===== config.mk =====
export PLATFORM = sky130hd
export DESIGN_NAME = stack_rename
export DESIGN_NICKNAME = d
export VERILOG_FILES = /design/src/rtl/stack_rename.sv
export SDC_FILE = /design/constraint.sdc
export NUM_CORES = 1
export LEC_CHECK = 0
export ABC_AREA = 0
export BUFFER_PORTS_ARGS = -buffer_cell sky130_fd_sc_hd__buf_2
export CAP_MARGIN = 10
export CORE_AREA = 2 2 92 94
export CTS_BUF_LIST = sky130_fd_sc_hd__clkbuf_4 sky130_fd_sc_hd__clkbuf_8 sky130_fd_sc_hd__clkbuf_16
export DETAILED_ROUTE_END_ITERATION = 6
export DIE_AREA = 0 0 94 96
export PLACE_DENSITY_LB_ADDON = 0.25
export SYNTH_ARGS = -nofsm -noshare
export SYNTH_HDL_FRONTEND = slang
export SYNTH_SLANG_ARGS = --single-unit

===== constraint.sdc =====
create_clock -name clk -period 3.6 [get_ports clk]
set_input_delay 0.36 -clock clk [delete_from_list [all_inputs] [get_ports clk]]
set_output_delay 0.36 -clock clk [all_outputs]
set_load 0.05 [all_outputs]

===== src/rtl/stack_rename.sv =====
module stack_rename #(
  parameter int STAGES = 3,
  localparam int KW = $clog2(STAGES + 1)
) (
  input  logic              clk,
  input  logic              rst_n,
  input  logic              in_valid,
  input  logic [2:0]        in_op,
  input  logic              flush,
  input  logic [KW-1:0]     flush_keep,
  output logic [1:0]        map_a,
  output logic [1:0]        map_b,
  output logic [1:0]        map_c,
  output logic              dst_we,
  output logic [1:0]        dst_phys,
  output logic [STAGES-1:0] dep_hit
);
  localparam logic [5:0] MAP_RST = {2'd0, 2'd1, 2'd2};

  logic [5:0] map_q, map_nx, restore, retired_q;
  logic       act, rd_a, rd_b, wr;
  logic [1:0] dst;

  logic             stg_v [STAGES];
  logic             stg_w [STAGES];
  logic [1:0]       stg_d [STAGES];
  logic [5:0]       stg_m [STAGES];

  assign {map_a, map_b, map_c} = map_q;
  assign act = in_valid & ~flush;

  always_comb begin
    map_nx = map_q;
    wr     = 1'b0;
    dst    = 2'd0;
    rd_a   = 1'b0;
    rd_b   = 1'b0;
    if (act) begin
      case (in_op)
        3'd1: begin map_nx = {map_c, map_a, map_b}; wr = 1'b1; dst = map_c; end
        3'd2: map_nx = {map_b, map_c, map_a};
        3'd3: map_nx = {map_b, map_a, map_c};
        3'd4: begin wr = 1'b1; dst = map_a; rd_a = 1'b1; end
        3'd5: begin map_nx = {map_a, map_c, map_b}; wr = 1'b1; dst = map_a; rd_a = 1'b1; rd_b = 1'b1; end
        default: ;
      endcase
    end
  end

  assign dst_we   = wr;
  assign dst_phys = dst;

  always_comb begin
    restore = retired_q;
    for (int i = 0; i < STAGES; i++)
      if (flush_keep != '0 && i == STAGES - int'(flush_keep)) restore = stg_m[i];
  end

  for (genvar g = 0; g < STAGES; g++) begin : g_hit
    assign dep_hit[g] = stg_v[g] & stg_w[g] &
                        ((rd_a & (stg_d[g] == map_a)) | (rd_b & (stg_d[g] == map_b)));
  end

  always_ff @(posedge clk) begin
    if (!rst_n) begin
      map_q     <= MAP_RST;
      retired_q <= MAP_RST;
      for (int i = 0; i < STAGES; i++) begin
        stg_v[i] <= 1'b0;
        stg_w[i] <= 1'b0;
        stg_d[i] <= 2'd0;
        stg_m[i] <= MAP_RST;
      end
    end else if (flush) begin
      map_q <= restore;
      for (int i = 0; i < STAGES; i++)
        if (i < STAGES - int'(flush_keep)) begin
          stg_v[i] <= 1'b0;
          stg_w[i] <= 1'b0;
          stg_m[i] <= restore;
        end
    end else begin
      map_q     <= map_nx;
      retired_q <= stg_m[STAGES-1];
      stg_v[0]  <= act;
      stg_w[0]  <= wr;
      stg_d[0]  <= dst;
      stg_m[0]  <= map_nx;
      for (int i = 1; i < STAGES; i++) begin
        stg_v[i] <= stg_v[i-1];
        stg_w[i] <= stg_w[i-1];
        stg_d[i] <= stg_d[i-1];
        stg_m[i] <= stg_m[i-1];
      end
    end
  end
endmodule


==> results_dict.tcl <==
set metrics [dict create \
    status "finished clean" \
    via_per_inst 4.90 \
    dieArea_sq_um 9020 \
    cp_max_fo 30 \
    met3_usage 0.0243 \
    start_util 0.289 \
    final_area_sq_um 2580 \
    setup_viol 0 \
    syn_inst 229 \
    syn_area_sq_um 2330 \
    cts_buffer_depth 2 \
    io_pins 21 \
    multi_input_area_sq_um 1110 \
    internal_power_w 0.000764 \
    tightest_slew_ns 0.767 \
    hold_viol_final 0 \
    ir_worst_vdd_mv 0.237 \
    finalClockSkew_ns 0.00816 \
    grt_max_degree 31 \
    place_congestion 0.746 \
    synth_edf_count 30 \
    powerDensity_nw_per_um2 402 \
    path_clk_slew_ns 0.08 \
    grt_pass1_wl_mm 9.10 \
    vias 1697 \
    antenna_left 0 \
    grtUsageMet1 0.184 \
    setup_tns_ns 0 \
    synth_async_sr_flop_share 0 \
    cts_setup_buffers 0 \
    period_needed_ns 2.24 \
    ys_ff_latch 42 \
    die_h_microns 96 \
    placeableCoreArea_sq_um 8050 \
    final_max_slew_viol_count 0 \
    cts-buffers-inserted 5 \
    synthDistinctLibCells 41 \
    die_w_microns 94 \
    combPwrFrac 0.141 \
    dp_hpwl_mm 3.93 \
    nets 249 \
    port_buffers 20 \
    avgSynthCellArea_sq_um 10.2 \
    antenna_found_initial 0 \
    rsz0062_at_grt "no" \
    p_sw_frac 0.265 \
    final_common_cell "nor2_1" \
    place_inst 338 \
    drc 0 \
    worstPathArrival_ns 1.88 \
    synth_warnings 0 \
    cts_root_buf "clkbuf_8" \
    drt-initial-drc-count 170 \
    n_fill_cell 847 \
    cts_resized 0 \
    drt-wirelength-per-cell_microns 16.0 \
    first_global_vias 1689 \
    antenna_cells 0 \
    holdBufCountCts 0 \
    final_cell_mix "nor2_1, edfxtp_1, buf_2" \
    std_cell_rows 33 \
    maxCapViolations 0 \
    fmax_ghz 0.446 \
    ys_seq_area_frac 0.490 \
    grt.busiest_layer "met2" \
    p_leak_nw 0.923 \
    pwr-share-clk 0.307 \
    start_kind "input pin" \
    seqCellArea_sq_um 1140 \
    min_path_type "in -> reg" \
    crit_required_ns 3.24 \
    stdcell_count 346 \
    htree_levels 2 \
    path_class "in -> out" \
    grt_use_met2 0.215 \
    drt-total-wl_mm 5.55 \
    final_core_util 0.321 \
    syn2layout_area_growth_pct 11.0 \
    drive_gt1_frac 0.149 \
    switching_power_w 0.000276 \
    synth_flop_cell "edfxtp_1" \
    synthesis.nets 238 \
    track_usage 0.134 \
    endpoint_kind "output port" \
    overflow 0 \
    dr.pass1.iters 4 \
    seqPwrFrac 0.552 \
    timing.final.crit_share 0.623 \
    slew_headroom 0.488 \
    dpl-instance-area_sq_um 2490 \
    cts_tree "yes" \
    cts_sinks 42 \
    clkLatencyLatePin_ns 0.29 \
]
routing by layer:
layer / share of wire / wire length [microns]
met2: 0.47 / 2600
met3: 0.035 / 192
met5: 0 / 0
met1: 0.49 / 2700
met4: 0.0094 / 52
registers in the layout (all words and copies together), names as in the netlist:
register and count:
stg_d 6, stg_m 18, map_q 6, retired_q 6
stg_w 3, stg_v 3
final cells by class:
cell class                      count  area share
Multi-Input combinational cell    169       0.428
Clock inverter                      1     0.00194
Clock buffer                        7      0.0348
Inverter                            1     0.00145
Tap cell                          105      0.0508
Sequential cell                    42       0.441
Timing Repair Buffer               21      0.0416
metrics by stage:
stage	hold slack, ns	worst slack, ns	power [W]
detailed placement	0.469	1.34	0.000733
finish	0.434	1.36	0.00104
global placement	0.464	1.41	0.000733
CTS	0.428	1.32	0.00105
floorplan	0.440	0.945	0.000691
global route	0.449	1.14	0.00109
worst paths after layout:
path / from / to / slack (ns) / cells past startpoint
max: flush / dep_hit[0] / 1.36 / 6
min: rst_n / retired_q[2] / 0.43 / 2
max reg2reg: stg_m[0][2] / stg_m[0][2] / 1.96 / 4
min reg2reg: retired_q[2] / retired_q[2] / 0.49 / 2
power groups by stage:
stage / combinational, W / sequential [W] / clock, W
finish: 0.000147 / 0.000574 / 0.000319
global route: 0.000162 / 0.000578 / 0.000346
CTS: 0.000148 / 0.000574 / 0.000327
detailed placement: 0.000148 / 0.000585 / 0
global placement: 0.000148 / 0.000585 / 0
floorplan: 0.000107 / 0.000584 / 0
logic make-up (layout without fill, tap and decap cells):
family | after synthesis | count (layout) | synth area share
compound gates | 49 | 49 | 0.157
xor+xnor | 12 | 12 | 0.0451
buf+inv | 18 | 30 | 0.0354
flops | 42 | 42 | 0.490
mux | 16 | 16 | 0.0800
simple gates | 92 | 92 | 0.193
cell usage after synthesis (all sizes together), types with 7 or more instances:
library cell	n	area (sq um)
nor2b	16	100
o21ai	10	50.1
buf	8	45.0
dfxtp	12	240
a21boi	7	52.6
nand2	19	71.3
edfxtp	30	901
nor2	32	120
mux2i	13	130
xnor2	12	105
clkbuf	9	33.8
and2	11	68.8
critical path, cell delays in order:
cell,delay (ns)
buf_2,0.31
nor2b_1,0.34
nor2b_1,0.25
nand2_1,0.13
nor3_1,0.20
buf_2,0.29
No activity file was read; power rests on OpenSTA's default activity.
